==> src/rtl/adc_scan_pkg.sv <==
package adc_scan_pkg;
  localparam int DATA_W       = 8;
  localparam int CHAN_W       = 3;
  localparam int GAIN_W       = 3;
  localparam int IVAL_W       = 8;
  localparam int CMD_SCAN_BIT = 7;
  localparam int CMD_GAIN_LSB = 4;
  localparam int MODE_UP_BIT  = 7;
  localparam int MODE_IV_BIT  = 0;

  typedef enum logic [1:0] {
    SEL_CMD    = 2'd0,
    SEL_MODE   = 2'd1,
    SEL_IVCNT  = 2'd2,
    SEL_IVLOAD = 2'd3
  } wr_sel_e;

  typedef struct packed {
    logic              scan_en;
    logic [GAIN_W-1:0] gain;
    logic [CHAN_W-1:0] top;
    logic              up;
    logic              iv_en;
  } scan_cfg_t;
endpackage

==> src/rtl/scan_cfg_regs.sv <==
module scan_cfg_regs
  import adc_scan_pkg::*;
(
  input  logic              clk_i,
  input  logic              rst_ni,
  input  logic              wr_en_i,
  input  logic [1:0]        wr_sel_i,
  input  logic [DATA_W-1:0] wr_data_i,
  output scan_cfg_t         cfg_o,
  output logic              restart_o
);
  scan_cfg_t cfg_q;
  logic      armed_q;
  logic      cmd_wr, mode_wr;
  logic      unused_bits;

  assign cmd_wr      = wr_en_i && (wr_sel_i == SEL_CMD);
  assign mode_wr     = wr_en_i && (wr_sel_i == SEL_MODE);
  assign unused_bits = ^{wr_data_i[3], wr_data_i[6:1]};

  always_ff @(posedge clk_i or negedge rst_ni) begin
    if (!rst_ni) begin
      cfg_q   <= '0;
      armed_q <= 1'b0;
    end else begin
      if (cmd_wr) begin
        cfg_q.top  <= wr_data_i[CHAN_W-1:0];
        cfg_q.gain <= wr_data_i[CMD_GAIN_LSB +: GAIN_W];
        if (wr_data_i[CMD_SCAN_BIT]) begin
          // enable only after a prior write with scan clear
          cfg_q.scan_en <= armed_q | cfg_q.scan_en;
        end else begin
          cfg_q.scan_en <= 1'b0;
          armed_q       <= 1'b1;
        end
      end
      if (mode_wr) begin
        cfg_q.up    <= wr_data_i[MODE_UP_BIT];
        cfg_q.iv_en <= wr_data_i[MODE_IV_BIT];
      end
    end
  end

  assign cfg_o     = cfg_q;
  assign restart_o = cmd_wr | mode_wr;
endmodule

==> src/rtl/scan_chan_ctr.sv <==
module scan_chan_ctr #(
  parameter int CHAN_W = 3
) (
  input  logic              clk_i,
  input  logic              rst_ni,
  input  logic              restart_i,
  input  logic              step_i,
  input  logic              scan_en_i,
  input  logic              up_i,
  input  logic [CHAN_W-1:0] top_i,
  output logic [CHAN_W-1:0] chan_o,
  output logic              first_o,
  output logic              last_o
);
  // idx_q counts steps taken from the start channel, in either direction
  logic [CHAN_W-1:0] idx_q;

  assign first_o = (idx_q == '0);
  assign last_o  = !scan_en_i || (idx_q == top_i);

  always_comb begin
    if (!scan_en_i)  chan_o = top_i;
    else if (up_i)   chan_o = idx_q;
    else             chan_o = top_i - idx_q;
  end

  always_ff @(posedge clk_i or negedge rst_ni) begin
    if (!rst_ni)        idx_q <= '0;
    else if (restart_i) idx_q <= '0;
    else if (step_i)    idx_q <= last_o ? '0 : idx_q + CHAN_W'(1);
  end
endmodule

==> src/rtl/scan_interval.sv <==
module scan_interval #(
  parameter int IVAL_W = 8
) (
  input  logic              clk_i,
  input  logic              rst_ni,
  input  logic              cnt_wr_i,
  input  logic              load_i,
  input  logic              restart_i,
  input  logic [IVAL_W-1:0] data_i,
  input  logic              en_i,
  input  logic              begin_i,
  output logic              fire_o
);
  logic [IVAL_W-1:0] cnt_q, reload_q, left_q;

  assign fire_o = !en_i || (left_q == '0);

  always_ff @(posedge clk_i or negedge rst_ni) begin
    if (!rst_ni) begin
      cnt_q    <= IVAL_W'(1);
      reload_q <= IVAL_W'(1);
      left_q   <= '0;
    end else begin
      if (cnt_wr_i) cnt_q <= data_i;
      if (load_i) begin
        reload_q <= cnt_q;
        left_q   <= '0;
      end else if (restart_i) begin
        left_q <= '0;
      end else if (begin_i && en_i) begin
        left_q <= fire_o ? reload_q - IVAL_W'(1) : left_q - IVAL_W'(1);
      end
    end
  end
endmodule

==> src/rtl/adc_scan_seq.sv <==
module adc_scan_seq
  import adc_scan_pkg::*;
(
  input  logic              clk_i,
  input  logic              rst_ni,
  input  logic              wr_en_i,
  input  logic [1:0]        wr_sel_i,
  input  logic [DATA_W-1:0] wr_data_i,
  input  logic              conv_i,
  output logic [CHAN_W-1:0] chan_o,
  output logic [GAIN_W-1:0] gain_o,
  output logic              scan_start_o,
  output logic              eos_o
);
  scan_cfg_t         cfg;
  logic              restart, accept, first, last, fire;
  logic              iv_cnt_wr, iv_load;
  logic              eos_q, start_q;
  logic [CHAN_W-1:0] top_chan;

  // writes take priority over a coincident conversion pulse
  assign accept    = conv_i && !wr_en_i;
  assign iv_cnt_wr = wr_en_i && (wr_sel_i == SEL_IVCNT);
  assign iv_load   = wr_en_i && (wr_sel_i == SEL_IVLOAD);
  assign top_chan  = cfg.top;

  scan_cfg_regs u_cfg (
    .clk_i     (clk_i),
    .rst_ni    (rst_ni),
    .wr_en_i   (wr_en_i),
    .wr_sel_i  (wr_sel_i),
    .wr_data_i (wr_data_i),
    .cfg_o     (cfg),
    .restart_o (restart)
  );

  scan_chan_ctr #(.CHAN_W(CHAN_W)) u_ctr (
    .clk_i     (clk_i),
    .rst_ni    (rst_ni),
    .restart_i (restart),
    .step_i    (accept),
    .scan_en_i (cfg.scan_en),
    .up_i      (cfg.up),
    .top_i     (cfg.top),
    .chan_o    (chan_o),
    .first_o   (first),
    .last_o    (last)
  );

  scan_interval #(.IVAL_W(IVAL_W)) u_ival (
    .clk_i     (clk_i),
    .rst_ni    (rst_ni),
    .cnt_wr_i  (iv_cnt_wr),
    .load_i    (iv_load),
    .restart_i (restart),
    .data_i    (wr_data_i[IVAL_W-1:0]),
    .en_i      (cfg.iv_en),
    .begin_i   (accept && first),
    .fire_o    (fire)
  );

  always_ff @(posedge clk_i or negedge rst_ni) begin
    if (!rst_ni) begin
      eos_q   <= 1'b0;
      start_q <= 1'b0;
    end else begin
      eos_q   <= accept && last;
      start_q <= accept && first && fire;
    end
  end

  assign gain_o       = cfg.gain;
  assign eos_o        = eos_q;
  assign scan_start_o = start_q;
endmodule

==> config.mk <==
export PLATFORM = sky130hd
export DESIGN_NAME = adc_scan_seq
export DESIGN_NICKNAME = d
export VERILOG_FILES = /design/src/rtl/adc_scan_pkg.sv /design/src/rtl/scan_cfg_regs.sv /design/src/rtl/scan_chan_ctr.sv /design/src/rtl/scan_interval.sv /design/src/rtl/adc_scan_seq.sv
export SDC_FILE = /design/constraint.sdc
export NUM_CORES = 1
export LEC_CHECK = 0
export ABC_AREA = 1
export BUFFER_PORTS_ARGS = -buffer_cell sky130_fd_sc_hd__buf_4
export CELL_PAD_IN_SITES_DETAIL_PLACEMENT = 0
export CELL_PAD_IN_SITES_GLOBAL_PLACEMENT = 2
export CORE_MARGIN = 2
export CORE_UTILIZATION = 30
export CTS_BUF_LIST = sky130_fd_sc_hd__clkbuf_8
export DETAILED_ROUTE_END_ITERATION = 6
export GPL_TIMING_DRIVEN = 1
export PLACE_DENSITY = 0.77
export SYNTH_ARGS = -nofsm -noshare
export SYNTH_HDL_FRONTEND = slang
export SYNTH_HIERARCHICAL = 1
export SYNTH_SLANG_ARGS = --single-unit
==> constraint.sdc <==
create_clock -name clk_i -period 2.7 [get_ports clk_i]
set_input_delay 0.135 -clock clk_i [delete_from_list [all_inputs] [get_ports clk_i]]
set_output_delay 0.135 -clock clk_i [all_outputs]
set_load 0.01 [all_outputs]
Word-level counts from Yosys, hierarchy flattened
Index checks and enable logic that the tools add are counted.

word-level totals
  register bits = 39
  word-level logic and storage cells = 53
  output and inout port bits = 8

operators by class
  muxes and demuxes = 10
  bitwise gates (word level) = 3
  add/subtract/negate cells = 4
  equal/unequal tests = 4
  reduce and logical (&&, ||, !) cells = 20

operator list
  kind                                               count
  2-to-1 mux 8 bit                                   4
  subtractor 8 x 1 -> 8 bit (second input constant)  2
  2-to-1 mux 3 bit                                   5
  logical AND 1 bit                                  9
  logical NOT 8 bit                                  1
  == test 2 bit (second input constant)              2
  adder 3 x 1 -> 3 bit (second input constant)       1
  == test 3 bit                                      1
  logical NOT 1 bit                                  3
  logical NOT 3 bit                                  1
  nonzero test 3 bit                                 1
  subtractor 3 bit                                   1
  == test 2 x 1 -> 1 bit (second input constant)     1
  logical NOT 2 bit                                  1
  logical OR 1 bit                                   2
  OR 1 bit                                           2
  AND reduction 2 bit                                1
  nonzero test 2 bit                                 1
  2-to-1 mux 1 bit                                   1
  inverter 1 bit                                     1

Longest topological paths before layout
  depth in word-level cells = 7
  mapped depth = 13
  gate-level depth less buffers = 13

Hierarchy
The synthesis kept the hierarchy.

by module, submodules not included
  module         times used  cells an instance  area an instance (um^2)
  scan_interval  1           153                1,275.0
  scan_cfg_regs  1           50                 452.9
  scan_chan_ctr  1           54                 350.3
  adc_scan_seq   1           15                 107.6

Worst setup path after synthesis
OpenSTA, ideal clock, no wires.

  path type = reg-to-reg
  start = register u_ival.left_q[3]
  end = register u_ival.left_q[6]
  clock period less this slack = 1.733 ns
  buffers on the path = 0
  slack = 0.967 ns
  stages on the path, launching flop included = 14
  library setup time = 0.118 ns
  data required time = 2.582 ns
  arrival = 1.616 ns
  cell sequence = dfrtp_1 > nor2_1 > nand2_1 > o21ai_4 > nand2_1 > o21ai_2 > inv_1 > ha_1 > nand2_1 > nor2_2 > nand2_1 > nand2_1 > nand3_1 > nand2_1

between the ends
  cells in the longest elaborated chain, start to end = 6
  elaborated cells on any way between the ends = 7
  those cells by class = add/sub: 1; mux: 4; reduce/logical: 2

ends and longest elaborated chain
  element                   RTL line             source
  start: declaration        scan_interval.sv:14  logic [IVAL_W-1:0] cnt_q, reload_q, left_q;
  start signal: assignment  scan_interval.sv:31  left_q <= fire_o ? reload_q - IVAL_W'(1) : left_q - IVAL_W'(1);
  logical NOT 8 bit         scan_interval.sv:16  assign fire_o = !en_i || (left_q == '0);
  logical OR 1 bit          scan_interval.sv:16
  named net fire            adc_scan_seq.sv:16   logic restart, accept, first, last, fire;
  2-to-1 mux 8 bit          scan_interval.sv:31
  2-to-1 mux 8 bit          scan_interval.sv:30  end else if (begin_i && en_i) begin
  2-to-1 mux 8 bit          scan_interval.sv:28  end else if (restart_i) begin
  2-to-1 mux 8 bit          scan_interval.sv:25  if (load_i) begin

The timed path passes the listed nets, and every way through them passes these cells. The select of a mux whose other input is x is not followed.
A chain may end at the register's enable or synchronous reset.

Worst setup path after layout
  start = register u_ctr.idx_q[0]
  end = register u_ival.left_q[0]

between the ends
  cells in the longest elaborated chain, start to end = 4

ends and longest elaborated chain
  element                       RTL line             source
  start: declaration            scan_chan_ctr.sv:16  logic [CHAN_W-1:0] idx_q;
  start signal: assignment      scan_chan_ctr.sv:30  else if (step_i) idx_q <= last_o ? '0 : idx_q + CHAN_W'(1);
  logical NOT 3 bit             scan_chan_ctr.sv:18  assign first_o = (idx_q == '0);
  named net first               adc_scan_seq.sv:16
  logical AND 1 bit             adc_scan_seq.sv:58   .begin_i (accept && first),
  logical AND 1 bit             scan_interval.sv:30
  nonzero test 3 bit (no line)  n/a

The timed path passes the listed nets, and every way through them passes these cells.

==> flow_summary.json <==
{
  "ys_seq_area_share_pct": 44.8,
  "critPathTopFamily": "simple AND/OR/NAND/NOR gates",
  "dp_cells": 388,
  "drt_iter0_markers": 75,
  "syn_to_final_growth_pct": 15.9,
  "finalNonFillerCells": 397,
  "track_usage_pct": 12.5,
  "drv_cap": 0,
  "grt_max_degree": 40,
  "antenna_left": 0,
  "hp-class": "in -> reg",
  "synthFlopType": "dfrtp_1",
  "syn-num-nets": 292,
  "drtPass1Iterations": 4,
  "final_cell_mix": "nand2_1 (75), inv_1 (44), dfrtp_1 (37)",
  "initial_core_util_pct": 30.6,
  "async_flop_share_pct": 100,
  "cp_data_arrival_time_ns": 2.28,
  "gr-total-overflow": 0,
  "grt_pass1_wl_um": 7660,
  "synth_edf_count": 0,
  "synth_cell_types": 29,
  "yosysTopAreaCellShare_pct": 42.4,
  "p_per_area_mw_per_mm2": 710,
  "fmax_mhz": 481,
  "antenna_cells": 0,
  "rows": 31,
  "die_y_um": 89.4,
  "maxSlewViolCount": 0,
  "final_util_pct": 35.5,
  "startpoint_type": "flop",
  "postCtsSetupBuffers": 0,
  "outcome": "finished clean",
  "htreeDepth": 2,
  "min_path_cells": 2,
  "wl_um": 4440,
  "routabilityCongestion": 0.778,
  "syn-cell-area_mm2": 0.00219,
  "cts_root_buf": "clkbuf_8",
  "yosys_register_bits": 39,
  "clk_pin_slew_ns": 0.08,
  "viasPerCell": 4.32,
  "nNetsFinal": 317,
  "cts_hold_buffers": 1,
  "insertion_delay_ns": 0.29,
  "worst_slack_ns": 0.620,
  "clk_path_buf_depth": 2,
  "hold_violations": 0,
  "core_region_area_mm2": 0.00714,
  "critPathMaxStageDelay_ns": 0.57,
  "worst_hold_slack_ns": 0.0759,
  "worst_pin_slew_ns": 0.703,
  "drt-wirelength-per-cell_um": 11.2,
  "antenna_found_initial": 0,
  "yosysWarnings": 6,
  "p_leak_nw": 1.31,
  "cts_tree": "yes",
  "nFillCells": 783,
  "worst-path-stages": 10,
  "required_ns": 2.90,
  "grt_pass1_vias": 1671,
  "synth.area.top_cells": "dfrtp_1 (42%), nand2_1 (13%), inv_1 (7.6%)",
  "final_area_mm2": 0.00253,
  "critPathMaxFanout": 6,
  "peakVddDrop_mv": 0.281,
  "cp_slowest_cell": "nor3_1",
  "total_power_mw": 1.80,
  "end_kind": "flop",
  "finalCritPeriodShare_pct": 77.0,
  "io_buffer_count": 21,
  "fp.dieArea_mm2": 0.00799,
  "cts_made_buffers": 5,
  "dpl_worst_slack_ns": 0.639,
  "cp_cell_sequence": "inv_1, ha_1, inv_1, nor2_1, nand3_2, inv_1, nand2_1, nor3_1, inv_1, o22ai_1",
  "finalSetupViolations": 0,
  "syn_area_per_cell_um2": 8.04,
  "cts-resized-gates": 0,
  "final_common_cell": "nand2_1",
  "placed_cell_area_mm2": 0.00243,
  "setup_tns_ns": 0,
  "hpwl_um": 3410,
  "slew_headroom_pct": 52.8,
  "route.detailed.drc": 0,
  "path_class": "reg -> reg",
  "clock_skew_ns": 0.00805,
  "netlist_instances": 272,
  "vias": 1717,
  "path_buf_inv": 4,
  "fp.dieW_um": 89.4,
  "clkSinkCount": 39,
  "drive_gt1_share_pct": 22.1,
  "yosysTopAreaCell": "dfrtp_1",
  "rsz0062_at_grt": "false",
  "period_needed_ns": 2.08,
  "io_pins": 22,
  "reg2regPathDepth": 10,
  "cpMostUsedCell": "inv_1"
}
==> sequential cells by signal, indices dropped and copies added (netlist names) <==
name             flops
eos_o                1
u_ival/reload_q      8
u_cfg/armed_q        1
scan_start_o         1
u_cfg/cfg_o          9
u_ival/cnt_q         8
u_ival/left_q        8
u_ctr/idx_q          3
==> worst paths after layout <==
kind                                start               end  slack (ns)
setup / recovery           u_ctr/idx_q[0]  u_ival/left_q[0]        0.62
hold / removal               wr_data_i[3]   u_ival/cnt_q[3]        0.08
setup reg to reg           u_ctr/idx_q[0]  u_ival/left_q[0]        0.62
hold reg to reg             u_cfg/armed_q     u_cfg/armed_q        0.47
max in group asynchronous          rst_ni   u_ival/cnt_q[0]        1.98
min in group asynchronous          rst_ni   u_ival/cnt_q[7]        0.36
==> power breakdown <==
part / total (mW) / switching (mW) / internal [mW]
Clock: 0.396 / 0.216 / 0.180
Sequential: 0.740 / 0.0578 / 0.682
Combinational: 0.662 / 0.411 / 0.251
Total: 1.80 / 0.685 / 1.11
==> cell type report <==
type / instances / area (µm²) / area share (%)
Timing Repair Buffer: 23 / 175 / 6.92
Multi-Input combinational cell: 180 / 983 / 38.8
Sequential cell: 39 / 978 / 38.6
Clock buffer: 5 / 68.8 / 2.72
Tap cell: 99 / 124 / 4.89
Inverter: 48 / 183 / 7.21
Clock inverter: 3 / 20.0 / 0.791
==> per-layer routing <==
metal	vias up	track usage [%]	part of all wire (%)	routed length (µm)
met2	25	20.5	46	2050
met4	0	4.07	1.1	48
met1	777	16.6	50	2220
met5	-	0	0	0
li1	910	-	-	-
met3	5	2.22	2.8	123
==> Yosys cell counts, drive strengths merged, types with 2 or more instances <==
library cell and number:
buf 3, nand4 6, mux2 8, ha 5, nand2 84, dfrtp 37
o22ai 3, nand3 20, o21ai 22, clkbuf 2, a21oi 6, dfstp 2
nand3b 2, inv 48, nor2 20
==> logic make-up (layout without fill, tap and decap cells) <==
family          Yosys count  in the layout  synth area share, %
simple gates            134            134                 28.7
buf+inv                  53             79                 10.2
flops                    39             39                 44.8
compound gates           31             31                 7.96
mux                       8              8                 4.12
fa+ha+maj                 6              6                 3.78
xor+xnor                  1              1                0.401
Note: power is estimated with default switching activity, not from simulation.
